[src/rtl/acc_alu_pkg.sv]
package acc_alu_pkg;
  localparam int INSN_W = 16;

  typedef enum logic [1:0] {SH_NONE = 2'd0, SH_ROL = 2'd1, SH_ROR = 2'd2, SH_SWAP = 2'd3} shift_e;
  typedef enum logic [1:0] {CP_KEEP = 2'd0, CP_ZERO = 2'd1, CP_ONE = 2'd2, CP_FLIP = 2'd3} cpre_e;
  typedef enum logic [2:0] {
    SK_NEVER = 3'd0, SK_ALWAYS = 3'd1, SK_CZERO = 3'd2, SK_CSET = 3'd3,
    SK_RZERO = 3'd4, SK_RNZ = 3'd5, SK_EITHER = 3'd6, SK_BOTHNZ = 3'd7
  } skip_e;

  function automatic logic preset_carry(input cpre_e mode, input logic c);
    case (mode)
      CP_KEEP: preset_carry = c;
      CP_ZERO: preset_carry = 1'b0;
      CP_ONE:  preset_carry = 1'b1;
      default: preset_carry = ~c;
    endcase
  endfunction
endpackage

[src/rtl/acc_alu_core.sv]
module acc_alu_core #(
  parameter int WIDTH = 16
) (
  input  logic [2:0]       fn,
  input  logic [WIDTH-1:0] src,
  input  logic [WIDTH-1:0] dst,
  input  logic             base_c,
  output logic [WIDTH-1:0] res,
  output logic             c_out
);
  localparam int SW = WIDTH + 1;

  logic [WIDTH-1:0] op_a, op_b;
  logic [SW-1:0]    sum;

  always_comb begin
    op_a = fn[2] ? dst : '0;
    op_b = fn[1] ? src : ~src;
    sum  = {1'b0, op_a} + {1'b0, op_b} + SW'(fn[0]);
    if (fn == 3'b111) begin
      res   = dst & src;
      c_out = base_c;
    end else begin
      res   = sum[WIDTH-1:0];
      c_out = base_c ^ sum[WIDTH];
    end
  end
endmodule

[src/rtl/acc_alu_shift.sv]
module acc_alu_shift
  import acc_alu_pkg::*;
#(
  parameter int WIDTH = 16
) (
  input  shift_e           mode,
  input  logic [WIDTH-1:0] d_in,
  input  logic             c_in,
  output logic [WIDTH-1:0] d_out,
  output logic             c_out
);
  localparam int HALF = WIDTH / 2;

  always_comb begin
    d_out = d_in;
    c_out = c_in;
    case (mode)
      SH_ROL: begin
        d_out = {d_in[WIDTH-2:0], c_in};
        c_out = d_in[WIDTH-1];
      end
      SH_ROR: begin
        d_out = {c_in, d_in[WIDTH-1:1]};
        c_out = d_in[0];
      end
      SH_SWAP: d_out = {d_in[HALF-1:0], d_in[WIDTH-1:HALF]};
      default: ;
    endcase
  end
endmodule

[src/rtl/acc_alu_skip.sv]
module acc_alu_skip
  import acc_alu_pkg::*;
#(
  parameter int WIDTH = 16
) (
  input  skip_e            code,
  input  logic [WIDTH-1:0] value,
  input  logic             carry,
  output logic             skip
);
  logic is_zero;

  always_comb begin
    is_zero = (value == '0);
    case (code)
      SK_NEVER:  skip = 1'b0;
      SK_ALWAYS: skip = 1'b1;
      SK_CZERO:  skip = ~carry;
      SK_CSET:   skip = carry;
      SK_RZERO:  skip = is_zero;
      SK_RNZ:    skip = ~is_zero;
      SK_EITHER: skip = ~carry | is_zero;
      default:   skip = carry & ~is_zero;
    endcase
  end
endmodule

[src/rtl/acc_alu_exec.sv]
module acc_alu_exec
  import acc_alu_pkg::*;
#(
  parameter int WIDTH = 16
) (
  input  logic              clk,
  input  logic              rst_n,
  input  logic [WIDTH-1:0]  src_i,
  input  logic [WIDTH-1:0]  dst_i,
  input  logic              carry_i,
  input  logic [INSN_W-1:0] insn_i,
  output logic [WIDTH-1:0]  result_o,
  output logic              carry_o,
  output logic              wr_en_o,
  output logic              skip_o
);
  logic [2:0] fn_f;
  shift_e     sh_f;
  cpre_e      cp_f;
  logic       nosave_f;
  skip_e      sk_f;
  logic       unused_bits;

  assign fn_f        = insn_i[14:12];
  assign sh_f        = shift_e'(insn_i[7:6]);
  assign cp_f        = cpre_e'(insn_i[5:4]);
  assign nosave_f    = insn_i[3];
  assign sk_f        = skip_e'(insn_i[2:0]);
  assign unused_bits = ^{insn_i[15], insn_i[11:8]};

  logic             base_c;
  logic [WIDTH-1:0] alu_res, sh_res;
  logic             alu_c, sh_c, skip_n;

  assign base_c = preset_carry(cp_f, carry_i);

  acc_alu_core #(.WIDTH(WIDTH)) u_core (
    .fn(fn_f), .src(src_i), .dst(dst_i), .base_c(base_c), .res(alu_res), .c_out(alu_c)
  );

  acc_alu_shift #(.WIDTH(WIDTH)) u_shift (
    .mode(sh_f), .d_in(alu_res), .c_in(alu_c), .d_out(sh_res), .c_out(sh_c)
  );

  acc_alu_skip #(.WIDTH(WIDTH)) u_skip (
    .code(sk_f), .value(sh_res), .carry(sh_c), .skip(skip_n)
  );

  logic live_q;

  always_ff @(posedge clk) begin
    if (!rst_n) begin
      result_o <= '0;
      carry_o  <= 1'b0;
      wr_en_o  <= 1'b0;
      skip_o   <= 1'b0;
      live_q   <= 1'b0;
    end else begin
      result_o <= sh_res;
      carry_o  <= sh_c;
      wr_en_o  <= ~nosave_f;
      skip_o   <= skip_n;
      live_q   <= 1'b1;
    end
  end

  p_and_no_carry_r3: assert property (@(posedge clk) disable iff (!rst_n)
    (fn_f == 3'b111) |-> (alu_c == base_c));

  p_rol_carry_r5: assert property (@(posedge clk) disable iff (!rst_n)
    (sh_f == SH_ROL) |-> (sh_c == alu_res[WIDTH-1] && sh_res[0] == alu_c));

  p_swap_carry_r6: assert property (@(posedge clk) disable iff (!rst_n)
    (sh_f == SH_SWAP) |-> (sh_c == alu_c));

  p_wr_nosave_r7: assert property (@(posedge clk) disable iff (!rst_n)
    live_q |-> (wr_en_o == !$past(nosave_f)));

  p_zero_skip_r9: assert property (@(posedge clk) disable iff (!rst_n)
    (sk_f == SK_RZERO) |-> (skip_n == (sh_res == '0)));

  p_both_skip_r10: assert property (@(posedge clk) disable iff (!rst_n)
    (sk_f == SK_BOTHNZ) |-> (skip_n == (sh_c && sh_res != '0)));
endmodule

[config.mk]
export PLATFORM = sky130hd
export DESIGN_NAME = acc_alu_exec
export DESIGN_NICKNAME = d
export VERILOG_FILES = /design/src/rtl/acc_alu_pkg.sv /design/src/rtl/acc_alu_core.sv /design/src/rtl/acc_alu_shift.sv /design/src/rtl/acc_alu_skip.sv /design/src/rtl/acc_alu_exec.sv
export SDC_FILE = /design/constraint.sdc
export NUM_CORES = 1
export LEC_CHECK = 0
export ABC_AREA = 1
export CAP_MARGIN = 20
export CORE_UTILIZATION = 30
export DETAILED_ROUTE_END_ITERATION = 8
export DONT_BUFFER_PORTS = 1
export GPL_TIMING_DRIVEN = 0
export SYNTH_ARGS = -nofsm -noshare
export SYNTH_HDL_FRONTEND = slang
export SYNTH_SLANG_ARGS = --single-unit
[constraint.sdc]
create_clock -name clk -period 3.92 [get_ports clk]
set_clock_uncertainty 0.15 [all_clocks]
set_input_delay 0.392 -clock clk [delete_from_list [all_inputs] [get_ports clk]]
set_output_delay 0.392 -clock clk [all_outputs]
set_load 0.005 [all_outputs]
* Yosys cells after proc, flatten, opt, wreduce, memory -nomap -nowiden
Cells that the tools add are included.
** Cells by class
- $add $sub $neg :: 2
- Eq/ne operators :: 12
- Mux-type cells :: 8
- Bitwise operators :: 9
- Reductions and logical operators :: 3
** Operators by type and width (count)
- $mux 16 :: 3
- $pmux 16 s3 :: 1
- $add 16x16->17 :: 1
- $add 17x1->17 :: 1
- $and 16x16->16 :: 1
- $logic_not 16->1 :: 1
- $not 16->16 :: 1
- $eq 3x3->1 const B :: 4
- $pmux 1 s7 :: 1
- $eq 2x2->1 const B :: 3
- $eq 3x2->1 const B :: 2
- $eq 2x1->1 const B :: 2
- $not 1->1 :: 4
- $eq 3x1->1 const B :: 1
- $logic_not 3->1 :: 1
- $pmux 1 s3 :: 1
- $logic_not 2->1 :: 1
- $pmux 1 s2 :: 1
- $and 1x1->1 :: 1
- $mux 1 :: 1
- $or 1x1->1 :: 1
- $xor 1x1->1 :: 1
** Storage, ports and cells
- Flip-flop bits (word level) :: 19
- Input bits :: 51
- Output and inout port bits :: 19
- Logic and storage cells :: 38

* Longest topological paths before layout
- Word-level depth :: 11
- Depth in mapped cells :: 27
- Gate-level depth less buffers :: 25

* By module
Synthesis repeated with hierarchy kept, for this count alone.
** Second synthesis, totals
- Cell total of the unflattened synthesis :: 534
- Area total of the unflattened synthesis :: 2867.8 um2
** Modules (own cells, without submodules)
- acc_alu_core :: instances 1, cells each 299, area each 1522.7 um2, sequential area each 0.0 um2
- acc_alu_shift :: instances 1, cells each 150, area each 681.9 um2, sequential area each 0.0 um2
- acc_alu_exec :: instances 1, cells each 64, area each 575.6 um2, sequential area each 380.4 um2
- acc_alu_skip :: instances 1, cells each 21, area each 87.6 um2, sequential area each 0.0 um2

* Worst setup path before layout
Ideal clock, no wire load.
- Path kind :: input to register
- From :: input insn_i[14]
- To :: register skip_o
- Setup time :: 115 ps
- Arrival :: 3049 ps
- Required time :: 3655 ps
- Path slack :: 606 ps
- Stages :: 25
- Path buffers :: 2
- Path through :: buf_2 > clkbuf_1 > nand2_1 > fa_1 > fa_1 > inv_1 > nand2_2 > nand2_2 > nand3_1 > nand2_1 > nand2_1 > nand3_1 > nand2_1 > nand2_1 > nand2_1 > nor2_1 > nand2_1 > nand2_1 > nand2_1 > inv_1 > nand2_1 > nor2_1 > nand3_1 > a21oi_1 > nor2_1
** On the way
- Cells in the longest elaborated chain, start to end :: 10
- Elaborated cells between the ends (all ways) :: 15
- Those cells by class :: add/sub: 2; eq/ne: 1; mux: 6; bitwise: 5; reduce/logical: 1
** RTL lines
- start: declaration :: RTL line acc_alu_exec.sv:11 : input logic [INSN_W-1:0] insn_i,
- $mux 16 :: RTL line acc_alu_core.sv:17 : op_a = fn[2] ? dst : '0;
- $add 16x16->17 :: RTL line acc_alu_core.sv:19 : sum = {1'b0, op_a} + {1'b0, op_b} + SW'(fn[0]);
- $add 17x1->17 :: RTL line acc_alu_core.sv:19
- $xor 1x1->1 :: RTL line acc_alu_core.sv:25 : c_out = base_c ^ sum[WIDTH];
- $mux 1 :: RTL line acc_alu_core.sv:20 : if (fn == 3'b111) begin
- $pmux 16 s3 :: RTL line acc_alu_shift.sv:17 : case (mode)
- $logic_not 16->1 :: RTL line acc_alu_skip.sv:14 : is_zero = (value == '0);
- $not 1->1 :: RTL line acc_alu_skip.sv:21, acc_alu_skip.sv:23
- $and 1x1->1 :: RTL line acc_alu_skip.sv:23 : default: skip = carry & ~is_zero;
- $pmux 1 s7 (*) :: RTL line acc_alu_skip.sv:15 : case (code)
- end signal: assignment :: RTL line acc_alu_exec.sv:62 : skip_o <= skip_n;
- end: declaration :: RTL line acc_alu_exec.sv:15 : output logic skip_o
Mark *: on every way between the ends. The rest lies on a longest branch, timed or not.
A chain may end at the register's enable or synchronous reset.

* Worst setup path in the final report
- From :: input insn_i[13]
- To :: register skip_o
** On the way
- Cells in the longest elaborated chain, start to end :: 10
- Elaborated cells between the ends (all ways) :: 15
- Those cells by class :: add/sub: 2; eq/ne: 1; mux: 6; bitwise: 5; reduce/logical: 1
** RTL lines
- $mux 16 :: RTL line acc_alu_core.sv:18 : op_b = fn[1] ? src : ~src;
- $add 16x16->17 :: RTL line acc_alu_core.sv:19
- $add 17x1->17 :: RTL line acc_alu_core.sv:19
- $xor 1x1->1 :: RTL line acc_alu_core.sv:25
- $mux 1 :: RTL line acc_alu_core.sv:20
- $pmux 16 s3 :: RTL line acc_alu_shift.sv:17
- $logic_not 16->1 :: RTL line acc_alu_skip.sv:14
- $not 1->1 :: RTL line acc_alu_skip.sv:21, acc_alu_skip.sv:23
- $and 1x1->1 :: RTL line acc_alu_skip.sv:23
- $pmux 1 s7 (*) :: RTL line acc_alu_skip.sv:15
Marked as above.

==> impl_results.md <==
- Status: finished clean
- Synth top cells by count: nand2_1, inv_1, nand3_1, nor2_1, a21oi_1
- Reg area: ~380 um^2
- Mapped Nets: ~580
- Logic gate share of total power: approximately 57%
- Layout cells sized above 1: ~6.1%
- Fmax: ~280 MHz
- Adder-cell share of the synthesized area: under 10%
- Setup TNS: 0 ns
- Max Cap Viol: 0
- Synthesized flop and latch total: 19
- DR WL/cell: between 10 and 15 um
- Number of H-tree levels: 1
- Synth Area in Simple Gates: a little under half
- Core Footprint: 8890 um^2
- DP Worst Slack: -0.258 ns
- Vias per cell: about 5.0
- Clock transition at path regs: 0.06 ns
- Hold-fix buffers at CTS: 0
- Row count: 34
- Layout net count: 580
- Initial Util: roughly a third
- Worst ir drop on vdd: roughly 0.00013 V
- Sequential share of power: between 20% and 30%
- Vias in the first global route: between 2000 and 3000
- Clk buf depth: 2
- Final std cells w/o fill: 615
- Root Buffer: clkbuf_8
- CTS tree: done
- Utilization after layout: 33.5%
- Post-synth top area share: about 25%
- FILL cells: 1004
- RSZ-0062 raised after global routing: false
- Die span in y: 98.7 um
- Initial antenna violation count: 0
- Fraction of synthesized cell area in xor and xnor cells: 5.00%
- Worst relative slew slack: ~44%
- Synthesized cell area: around 2800 um^2
- Placed instance area: 2940 um^2
- Pin count of the biggest net entering global routing: 18
- Mapped Avg Cell Area: 5.57 um^2
- DP Cell Count: around 610
- Final antenna-violating net count: 0
- # diodes: 0
- Max Fanout on Critical Path: 10
- DR vias: about 3100
- Total grt overflow: 0
- Worst setup SP type: input port
- Drt first pass iters: 4
- DIE AREA: 9740 um^2
- IO Pins: 70
- Largest area contributor in the netlist: nand2_1
- Clock sinks: 19
- First-pass GRT wire length: 13.9 mm
- 1st-iter DRT viols: roughly 200
- Int Power: approximately 0.45 mW
- Slowest stage delay, CP: 0.65 ns
- Arrival time at the worst endpoint: around 3.6 ns
- Post-cts sizing count: 0
- CP Capture Type: flip-flop
- Slew Viols, Final: 0
- P_sw: between 0.3 and 0.4 mW
- Top post-synthesis cells by area: nand2_1, dfxtp_1, inv_1, nand3_1, ha_1
- Leak: 1.65 nW
- Switch share: between 40% and 50%
- Area of the multi-input gates: 2060 um^2
- Post-CTS setup buffers: 0
- Ys Warns: 0
- Port bufs: 0
- Mux share of post-synthesis cell area: 0%
- Top_reg_cell synth: dfxtp_1
- Clk network pwr share: 15.6%
- Detailed placer's ending HPWL: 7.12 mm
- Most frequent cell after synthesis: nand2_1
- Endpoints failing hold: 0
- Slack of the critical path: ~0.36 ns
- Post-route design area: ~3000 um^2
- Slew at the pin closest to its max-slew limit: around 0.84 ns
- GRT Total Usage: approximately 18%
- Critical path type: in -> reg
- Final setup vio count: 0
- Chip width: between 90 and 100 um
- Number of enable flip-flop cells after synthesis: 0
- CP Cell Sequence: buf_6 > buf_1 > xnor2_1 > ha_1 > or2_1 > nand3_1 > nand2_1 > nand2_1 > nand3b_1 > nand2_1 > nand2_1 > nand3_1 > nand2_1 > nand2_1 > nand2_1 > inv_1 > nand2_1 > nor2_1 > nand3_1 > a21oi_1 > nor2_1
- Sequential area share after synthesis: 13.6%
- Min-Delay Path Class: in -> reg
- Post-route DRC: 0
- Layout area overhead: 6.29%
- CP dominant cell by count: nand2_1
- Synth async-reset ratio: 0%
- Slowest cell on the critical path: buf_1
- Min Tclk post-route: roughly 3.6 ns
- Compound-Gate Fraction of Synth Area: 10.7%
- Routed WL: about 8.3 mm
- Synth cell types: 38
- Largest family of logic cells by synthesized area: simple AND/OR/NAND/NOR gates
- Final GP Congestion: ~0.88
- Num CTS Buffers: 3
- WP data required: ~3.9 ns
- Period utilization: roughly 91%
- PwrDens: about 280 nW/um^2
- Cells after Synth: slightly above 500
power groups by stage:
stage / logic, mW / clock network [mW] / registers (mW)
finish: 0.470 / 0.129 / 0.229
global route: 0.539 / 0.145 / 0.231
CTS: 0.467 / 0.133 / 0.230
detailed placement: 0.465 / 0 / 0.234
global placement: 0.460 / 0 / 0.233
floorplan: 0.364 / 0 / 0.230
critical path, delay by kind of cell:
family	cells	cell delay [ns]
simple gates	15	1.61
buf+inv	3	0.85
fa+ha+maj	1	0.37
xor+xnor	1	0.18
compound gates	1	0.14
path summary, 6_finish.rpt:
check,startpoint,endpoint,slack (ns),cells past startpoint
worst max-delay path,insn_i[13],skip_o,0.36,21
worst min-delay path,insn_i[3],wr_en_o,0.06,1
layer usage:
metal | vias up | global-route usage [%] | part of all wire (%)
li1 | 1589 | - | -
met1 | 1342 | 25.1 | 48
met2 | 117 | 28.5 | 43
met3 | 2 | 3.83 | 8.7
met4 | 0 | 1.03 | 0.35
met5 | - | 0 | 0
cell families (layout without fill, tap and decap cells):
group,count (synthesis),in the layout
AOI/OAI and AO/OA,50,50
xor gates and xnor gates,16,16
adders and majority gates,21,21
buffers and inverters,88,91
DFF,19,19
and+or+nand+nor,310,310
layout by cell type (no fill, tap or decap), drive strengths merged, types with 3 or more instances in the layout:
cell type	Yosys	routed
a21boi	7	7
a21oi	24	24
and2	3	3
buf	6	6
clkbuf	9	12
dfxtp	19	19
ha	19	19
inv	71	71
nand2	198	198
nand3	51	51
nand3b	8	8
nand4	5	5
nor2	40	40
o21ai	16	16
or2	4	4
xnor2	15	15
state kept, by name, summed over array words and instances, names as in the netlist:
name / count
result_o: 16
wr_en_o: 1
skip_o: 1
carry_o: 1
layout make-up:
cell class                      instances  share of cell area, %
Buffer                                 14                   2.60
Clock buffer                            4                   1.51
Inverter                               73                   9.53
Multi-Input combinational cell        397                   69.1
Sequential cell                        19                   12.8
Tap cell                              108                   4.53
per-stage QoR:
step,hold WS [ns],power [mW]
after floorplan,0.314,0.593
after global placement,0.315,0.694
after detailed placement,0.317,0.699
after CTS,0.0505,0.829
after global routing,0.0495,0.916
final,0.0561,0.828
Power figures use the tool's default switching activity.
